<file path="src/rtl/sst_pkg.sv">
package sst_pkg;
  localparam int CHAIN_N = 16;
  localparam int PI_W    = 4;
  localparam int LEN_W   = 16;

  typedef enum logic [2:0] {
    ST_IDLE,
    ST_LOAD,
    ST_TEST,
    ST_UNLOAD,
    ST_DONE
  } sst_state_e;
endpackage

</file>
<file path="src/rtl/sst_cell.sv">
// One self-test storage element: functional capture, serial shift,
// or capture of functional data XOR serial input.
module sst_cell (
  input  logic clk,
  input  logic rst_n,
  input  logic ck1_en,
  input  logic ck2_en,
  input  logic t_sel,
  input  logic d,
  input  logic si,
  output logic q
);
  always_ff @(posedge clk) begin
    if (!rst_n)      q <= 1'b0;
    else if (ck2_en) q <= t_sel ? (d ^ si) : si;
    else if (ck1_en) q <= d;
  end
endmodule

</file>
<file path="src/rtl/sst_cut.sv">
// Combinational logic of the circuit under test: next state from state and inputs.
module sst_cut #(
  parameter int N   = sst_pkg::CHAIN_N,
  parameter int PIW = sst_pkg::PI_W
) (
  input  logic [N-1:0]   q,
  input  logic [PIW-1:0] pi,
  output logic [N-1:0]   d
);
  for (genvar gi = 0; gi < N; gi++) begin : g_bit
    assign d[gi] = q[(gi+1)%N] ^ (q[(gi+3)%N] & ~q[(gi+5)%N]) ^ pi[gi%PIW];
  end
endmodule

</file>
<file path="src/rtl/sst_ctrl.sv">
// Sequencer: seed load, self-test run, unload with signature compare.
module sst_ctrl #(
  parameter int N     = sst_pkg::CHAIN_N,
  parameter int LEN_W = sst_pkg::LEN_W
) (
  input  logic             clk,
  input  logic             rst_n,
  input  logic             func_en,
  input  logic             start,
  input  logic [LEN_W-1:0] test_len,
  input  logic [N-1:0]     golden,
  input  logic             scan_out,
  output logic             ck1_en,
  output logic             ck2_en,
  output logic             t_sel,
  output logic             busy,
  output logic             done,
  output logic             pass
);
  import sst_pkg::*;

  localparam logic [LEN_W-1:0] LAST_SHIFT = LEN_W'(N - 1);

  sst_state_e       st_q;
  logic [LEN_W-1:0] cnt_q;
  logic [LEN_W-1:0] len_q;
  logic [N-1:0]     gold_q;
  logic [N-1:0]     sig_q;
  logic             pass_q;

  logic idle_like, shifting, testing, accept, last_shift, last_test;
  logic [N-1:0] sig_next;

  assign idle_like  = (st_q == ST_IDLE) || (st_q == ST_DONE);
  assign shifting   = (st_q == ST_LOAD) || (st_q == ST_UNLOAD);
  assign testing    = (st_q == ST_TEST);
  assign accept     = idle_like && start;
  assign last_shift = (cnt_q == LAST_SHIFT);
  assign last_test  = (cnt_q == LEN_W'(len_q - 1'b1));
  assign sig_next   = {sig_q[N-2:0], scan_out};

  assign ck1_en = idle_like && func_en;
  assign ck2_en = shifting || testing;
  assign t_sel  = testing;
  assign busy   = !idle_like;
  assign done   = (st_q == ST_DONE);
  assign pass   = pass_q;

  always_ff @(posedge clk) begin
    if (!rst_n) begin
      st_q   <= ST_IDLE;
      cnt_q  <= '0;
      len_q  <= '0;
      gold_q <= '0;
      sig_q  <= '0;
      pass_q <= 1'b0;
    end else begin
      unique case (st_q)
        ST_IDLE, ST_DONE: begin
          if (accept) begin
            st_q   <= ST_LOAD;
            cnt_q  <= '0;
            len_q  <= test_len;
            gold_q <= golden;
            pass_q <= 1'b0;
          end
        end
        ST_LOAD: begin
          if (last_shift) begin
            st_q  <= (len_q == '0) ? ST_UNLOAD : ST_TEST;
            cnt_q <= '0;
          end else begin
            cnt_q <= cnt_q + 1'b1;
          end
        end
        ST_TEST: begin
          if (last_test) begin
            st_q  <= ST_UNLOAD;
            cnt_q <= '0;
          end else begin
            cnt_q <= cnt_q + 1'b1;
          end
        end
        ST_UNLOAD: begin
          sig_q <= sig_next;
          if (last_shift) begin
            st_q   <= ST_DONE;
            cnt_q  <= '0;
            pass_q <= (sig_next == gold_q);
          end else begin
            cnt_q <= cnt_q + 1'b1;
          end
        end
        default: st_q <= ST_IDLE;
      endcase
    end
  end
endmodule

</file>
<file path="src/rtl/sst_chain_top.sv">
module sst_chain_top #(
  parameter int N     = sst_pkg::CHAIN_N,
  parameter int PIW   = sst_pkg::PI_W,
  parameter int LEN_W = sst_pkg::LEN_W
) (
  input  logic             clk,
  input  logic             rst_n,
  input  logic             func_en,
  input  logic [PIW-1:0]   cut_in,
  input  logic             start,
  input  logic [LEN_W-1:0] test_len,
  input  logic [N-1:0]     golden,
  input  logic             scan_in,
  output logic             scan_out,
  output logic [N-1:0]     chain_q,
  output logic             busy,
  output logic             done,
  output logic             pass
);
  // Named internal events for the checker
  logic         norm_en, ck2_en, t_sel, shift_en, test_en;
  logic [N-1:0] d_vec;
  logic [N-1:0] si_vec;

  sst_ctrl #(.N(N), .LEN_W(LEN_W)) u_ctrl (
    .clk(clk), .rst_n(rst_n), .func_en(func_en), .start(start),
    .test_len(test_len), .golden(golden), .scan_out(scan_out),
    .ck1_en(norm_en), .ck2_en(ck2_en), .t_sel(t_sel),
    .busy(busy), .done(done), .pass(pass)
  );

  sst_cut #(.N(N), .PIW(PIW)) u_cut (
    .q(chain_q), .pi(cut_in), .d(d_vec)
  );

  assign shift_en = ck2_en && !t_sel;
  assign test_en  = ck2_en && t_sel;

  // Cell 0 takes the external serial input when shifting, the ring tail in self-test
  assign si_vec[0] = t_sel ? chain_q[N-1] : scan_in;

  for (genvar gi = 0; gi < N; gi++) begin : g_cell
    if (gi > 0) begin : g_link
      assign si_vec[gi] = chain_q[gi-1];
    end
    sst_cell u_cell (
      .clk(clk), .rst_n(rst_n), .ck1_en(norm_en), .ck2_en(ck2_en),
      .t_sel(t_sel), .d(d_vec[gi]), .si(si_vec[gi]), .q(chain_q[gi])
    );
  end

  assign scan_out = chain_q[N-1];
endmodule

</file>
<file path="config.mk">
export PLATFORM = sky130hd
export DESIGN_NAME = sst_chain_top
export DESIGN_NICKNAME = d
export VERILOG_FILES = /design/src/rtl/sst_pkg.sv /design/src/rtl/sst_cell.sv /design/src/rtl/sst_cut.sv /design/src/rtl/sst_ctrl.sv /design/src/rtl/sst_chain_top.sv
export SDC_FILE = /design/constraint.sdc
export NUM_CORES = 1
export LEC_CHECK = 0
export ABC_AREA = 1
export ABC_CLOCK_PERIOD_IN_PS = 3450
export BUFFER_PORTS_ARGS = -buffer_cell sky130_fd_sc_hd__buf_2
export CORE_MARGIN = 2
export CORE_UTILIZATION = 54
export DETAILED_ROUTE_END_ITERATION = 8
export PLACE_DENSITY = 0.84
export SLEW_MARGIN = 0
export SYNTH_ARGS = -nofsm -noshare
export SYNTH_HDL_FRONTEND = slang
export SYNTH_HIERARCHICAL = 1
export SYNTH_SLANG_ARGS = --single-unit
export TNS_END_PERCENT = 5
</file>
<file path="constraint.sdc">
create_clock -name clk -period 3.45 [get_ports clk]
set_input_delay 0.69 -clock clk [delete_from_list [all_inputs] [get_ports clk]]
set_output_delay 0.69 -clock clk [all_outputs]
set_load 0.01 [all_outputs]
</file>
Yosys cells after proc, flatten, opt, wreduce, memory -nomap -nowiden

Cells that the tools add are included.

Input port bits: 41
Output and inout port bits: 20
Bits in registers: 83

Eq/ne operators: 11
$add $sub $neg: 2
Reduce and logical (&&, ||, !) cells: 17
Mux-type cells: 62
Bitwise gates (word level): 80

Operators by type and width:

| operator                                               | number |
|---|---|
| two-way mux 1 bit                                      | 52 |
| two-way mux 16 bit                                     | 3 |
| one-hot mux 16 bit (3 select lines)                    | 1 |
| bitwise XOR 1 bit                                      | 48 |
| equality test 16 bit                                   | 2 |
| adder 16 x 1 -> 16 bit (second input constant)         | 1 |
| AND 1 bit                                              | 16 |
| equality test 16 x 4 -> 1 bit (second input constant)  | 1 |
| zero test 16 bit                                       | 1 |
| inverter 1 bit                                         | 16 |
| subtractor 16 x 1 -> 16 bit (second input constant)    | 1 |
| two-way mux 3 bit                                      | 4 |
| one-hot mux 3 bit (4 select lines)                     | 1 |
| equality test 3 x 2 -> 1 bit (second input constant)   | 2 |
| inequality test 2 x 1 -> 1 bit (second input constant) | 3 |
| AND reduction 2 bit                                    | 2 |
| AND reduction 4 bit                                    | 1 |
| nonzero test 2 bit                                     | 2 |
| OR reduction 2 bit                                     | 2 |
| equality test 3 x 1 -> 1 bit (second input constant)   | 1 |
| equality test 3 bit (second input constant)            | 1 |
| zero test 3 bit                                        | 1 |
| logical OR 1 bit                                       | 3 |
| AND reduction 3 bit                                    | 1 |
| 5 further kinds                                        | 6 |

Longest topological paths before layout

Depth after elaboration: 7
Gate-level depth with buffers: 18
Mapped depth without buffers: 17

Cells and area by module

The synthesis kept the hierarchy.

By module, submodules not included:

| module        | seq. area each (µm²) | instances | area an instance (µm²) | cells each |
|---|---|---|---|---|
| sst_ctrl      | 1341.3               | 1         | 3832.4                 | 570 |
| sst_cell      | 20.0                 | 16        | 72.6                   | 13 |
| sst_cut       | 0.0                  | 1         | 700.7                  | 168 |
| sst_chain_top | 0.0                  | 1         | 135.1                  | 20 |

Worst setup path before layout

Ideal clock, no wire load.

Kind: register -> register
From: register u_ctrl.st_q[2]
To: register u_ctrl.cnt_q[10]
Setup time: 0.110 ns
Data required time: 3.340 ns
Data arrival time: 3.257 ns
Buffers on the path: 2
Cell stages (with the launch flop): 9
Slack: 0.083 ns
Cells stage by stage: dfxtp_1 > clkbuf_1 > nor2_1 > nor2_1 > clkbuf_1 > nand2_1 > nand3_1 > nand2_1 > inv_1

Cells in the longest elaborated chain, start to end: 5
Elaborated cells between the ends (all ways): 13
Those cells by class: 5 x eq/ne; 1 x mux; 7 x reduce/logical

Ends and longest elaborated chain:

| element                                                       | RTL line                       | text |
|---|---|---|
| start, declared                                               | sst_ctrl.sv:24                 | `sst_state_e st_q;` |
| start signal, assigned                                        | sst_ctrl.sv:70                 | `st_q <= (len_q == '0) ? ST_UNLOAD : ST_TEST;` |
| equality test 3 bit / zero test 3 bit (equally long branches) | sst_ctrl.sv:34, sst_ctrl.sv:58 |  |
| logical OR 1 bit                                              | sst_ctrl.sv:34                 | `assign idle_like = (st_q == ST_IDLE) \|\| (st_q == ST_DONE);` |
| logical AND 1 bit                                             | sst_ctrl.sv:37                 | `assign accept = idle_like && start;` |
| inequality test 2 x 1 -> 1 bit (no source line)               | --                             |  |
| AND reduction 2 bit (no source line)                          | --                             |  |
| end signal, assigned                                          | sst_ctrl.sv:73                 | `cnt_q <= cnt_q + 1'b1;` |
| end signal, assigned                                          | sst_ctrl.sv:81                 | `cnt_q <= cnt_q + 1'b1;` |
| end signal, assigned                                          | sst_ctrl.sv:91                 | `cnt_q <= cnt_q + 1'b1;` |
| end, declared                                                 | sst_ctrl.sv:25                 | `logic [LEN_W-1:0] cnt_q;` |

Parallel ways exist; a longest one is shown, timed or not.
A chain may end at the register's enable or synchronous reset.

Final worst setup path

From: register u_ctrl.len_q[0]
To: register u_ctrl.st_q[0]

Cells in the longest elaborated chain, start to end: 4
Elaborated cells between the ends (all ways): 8
Those cells by class: 1 x add/sub; 2 x eq/ne; 3 x mux; 2 x reduce/logical

Ends and longest elaborated chain:

| element                                                                                           | RTL line                       | text |
|---|---|---|
| start, declared                                                                                   | sst_ctrl.sv:26                 | `logic [LEN_W-1:0] len_q;` |
| start signal, assigned                                                                            | sst_ctrl.sv:63                 | `len_q <= test_len;` |
| subtractor 16 x 1 -> 16 bit / zero test 16 bit (equally long branches)                            | sst_ctrl.sv:39, sst_ctrl.sv:70 |  |
| equality test 16 bit / two-way mux 1 bit (equally long branches)                                  | sst_ctrl.sv:39, sst_ctrl.sv:70 |  |
| inequality test 2 bit (no source line) / two-way mux 3 bit (equally long branches)                | --                             |  |
| AND reduction 4 bit (no source line) / one-hot mux 3 bit (4 select lines) (equally long branches) | --                             |  |

Parallel ways exist; a longest one is shown, timed or not. The select of a mux whose other input is x is not followed.

==> out/metrics.cfg <==
[status]
outcome = completed

[worst_setup_path]
path_delay_family = simple AND/OR/NAND/NOR gates
slowest_delay_ns = 0.32
worst-path-buf-inv = 1
crit-reg2reg-launch = u_ctrl/len_q[0]
cp.arrival_ns = 2.53
worst_setup_path_start_kind = flop
r2r_slack_ns = 1.19
path_cells = inv_1 -> ha_1 -> nand2_2 -> nor2_4 -> nand3_2 -> xor2_1 -> or2_0 -> nor2_2 -> nand3_4 -> nand2_1 -> nand2_1 -> nor2_1 -> nor2_1
cp.required_ns = 3.71
path_max_fanout = 17
r2r-end = u_ctrl/st_q[0]
critPathSlowestCell = dfxtp_1
end_kind = flop
reg2reg_depth = 13
path_class = flop to flop

[routing]
top_layer = met4
dr_total_vias = 5878
drtAntennaViolNets = 0
routed-wl-met3_um = 750
wl_met2_um = 6254
drt_first_iter_violations = 385
drc = 0
drt_first_pass_iters = 5
vias_per_cell = 5.152
wl_um = 13410
wl_met1_um = 6227
wl_per_cell_um = 11.75

[synth]
synthCells = 966
yosysUniqueCellTypes = 30
synth.area.top_cells = dfxtp_1 (29%), nand2_1 (19%), nand3_1 (8.2%)
syn-num-nets = 1009
synth-seq-cells = 83
synth_top_area_cell = dfxtp_1
synth-seq-area-share_pct = 28.50
synth_area_per_cell_um2 = 6.035
yosysTopAreaCellShare_pct = 28.50
yosysWarnings = 6
syn_area_um2 = 5829

[flow_run]
max-cap-violations = 0

[placement]
place.gp.congestion = 0.9194
dpl_cell_area_um2 = 6118
place_ws_ns = 1.218
place_hpwl_um = 9435
io_buffers = 60

[global_routing]
antenna_found_initial = 0
grt_pass1_vias = 5038
grt.overflow.total = 0
grt_util_all_layers_pct = 23.26
grt_first_pass_wirelength_um = 22420
grt_start_max_net_pins = 58

[power_and_ir_drop]
ir_drop_uv = 384.6
power_density_nw_per_um2 = 796.5
p_leak_nw = 3.068
design_power_total_mw = 5.039

[worst_hold_path]
hold_path.class = flop to flop
whs_path_depth = 2
min_from = u_ctrl/sig_q[5]
min_delay_worst_endpoint = u_ctrl/sig_q[6]

[clocking]
cts.sinks = 83
ctsHoldBuffers = 0
post-cts-setup-buffers = 0
clk_path_buf_depth = 2
cts_buffers = 9
post_cts_resized = 0
path_clk_slew_ns = 0.09
clockRootBuffer = clkbuf_8
cts_tree = yes
htree_levels = 3
clk_latency_ns = 0.36

[sta]
finalHoldViolCount = 0
slew_headroom_pct = 31.00
max_freq_ghz = 0.4416
setup_violations = 0
slew_violations = 0
timing.final.crit_share_pct = 65.63
worst_pin_slew_ns = 1.031
fin_tns_setup_ns = 0
whs_ns = 0.4661
post-route-worst-setup-slack_ns = 1.186
clock_skew_ns = 0.01246
final.min_clock_period_ns = 2.264
rsz0062_at_grt = false

[die]
die_area_um2 = 11640
die-width_um = 107.9
start_util_pct = 55.96
design.core.area_um2 = 10420
io_pins = 61
rows = 37
die-height_um = 107.9

[cells_and_area]
final_cell_mix = nand2_1 (292), inv_1 (121), nor2_1 (119), nand3_1 (95), dfxtp_1 (83)
area_growth_pct = 8.543
nets = 1043
final_layout_size_suffix_gt1_share_pct = 12.84
final_common_cell = nand2_1
diodes = 0
final_area_um2 = 6327

-- area by class of cell --
class,count,area [um^2]
clock inverter,6,71.32
timing repair buffer,68,372.9
tap,136,170.2
sequential,83,1662
multi-input combinational,713,3445
inverter,125,469.2
fill,1011,4089
clock buffer,10,137.6
-- cell usage after synthesis, drive strengths merged --
library cell / count
inv: 125
xor2: 22
nand2: 294
xnor3: 1
dfxtp: 83
ha: 2
nand4: 12
clkbuf: 20
o21ai: 69
nor2: 126
nor4: 7
or2: 2
nand3b: 1
buf: 25
a21oi: 41
nand3: 107
xnor2: 19
nor3: 10
-- layer usage --
| layer | up-vias | GRT usage, % |
|---|---|---|
| met1 | 2605 | 30.86 |
| met4 | 0 | 8.242 |
| met3 | 15 | 3.148 |
| met2 | 170 | 38.72 |
| met5 | - | 0 |
| li1 | 3088 | - |
-- flip-flops by register name, summed over array words and instances, names as in the netlist --
| signal | cells |
|---|---|
| g_cell.u_cell/q | 16 |
| u_ctrl/cnt_q | 16 |
| u_ctrl/gold_q | 16 |
| u_ctrl/len_q | 16 |
| u_ctrl/pass | 1 |
| u_ctrl/sig_q | 15 |
| u_ctrl/st_q | 3 |
-- how the worst max path moves through the flow --
| stage | from | endpoint | slack [ns] | cells past startpoint |
|---|---|---|---|---|
| 6_report | u_ctrl/len_q[0] | u_ctrl/st_q[0] | 1.19 | 13 |
| 2_1_floorplan | u_ctrl/st_q[2] | u_ctrl/cnt_q[10] | 0.08 | 8 |
| 3_5_place_dp | u_ctrl/len_q[0] | u_ctrl/st_q[0] | 1.22 | 13 |
| 3_3_place_gp | u_ctrl/len_q[0] | u_ctrl/st_q[0] | 1.29 | 13 |
| 4_1_cts | u_ctrl/len_q[0] | u_ctrl/st_q[0] | 1.20 | 13 |
| 5_1_grt | u_ctrl/len_q[0] | u_ctrl/st_q[0] | 0.97 | 13 |
-- where the power goes --
group          internal (mW)  total, mW  switching [mW]  leakage (nW)
sequential              1.20       1.56           0.355         0.681
clock                  0.361      0.742           0.381        0.0995
combinational          0.993       2.74            1.75          2.29
-- stage by stage --
step	utilization, %	std cells
after floorplan	-	966
after global placement	58.74	1125
after detailed placement	58.74	1125
after CTS	60.74	1141
after global routing	60.74	1141
final	60.74	1141
-- worst reg2reg max path, delay by kind of cell (launching register included) --
family	cells	cell delay (ns)
flip-flops	1	0.32
adder cells (fa/ha/maj)	1	0.21
AND/OR/NAND/NOR	10	1.39
XOR/XNOR	1	0.14
buffers and inverters	1	0.12
-- cell families (layout without fill, tap and decap cells) --
group / count (synthesis) / in the layout / share of synthesized area (%)
adder cells (fa/ha/maj): 2 / 2 / 0.4292
AND/OR/NAND/NOR: 559 / 559 / 41.36
AO/OA/AOI/OAI: 110 / 110 / 10.47
XOR/XNOR: 42 / 42 / 6.546
flip-flops: 83 / 83 / 28.50
buffers and inverters: 170 / 209 / 12.68
Note: power is estimated with default switching activity, not from simulation.
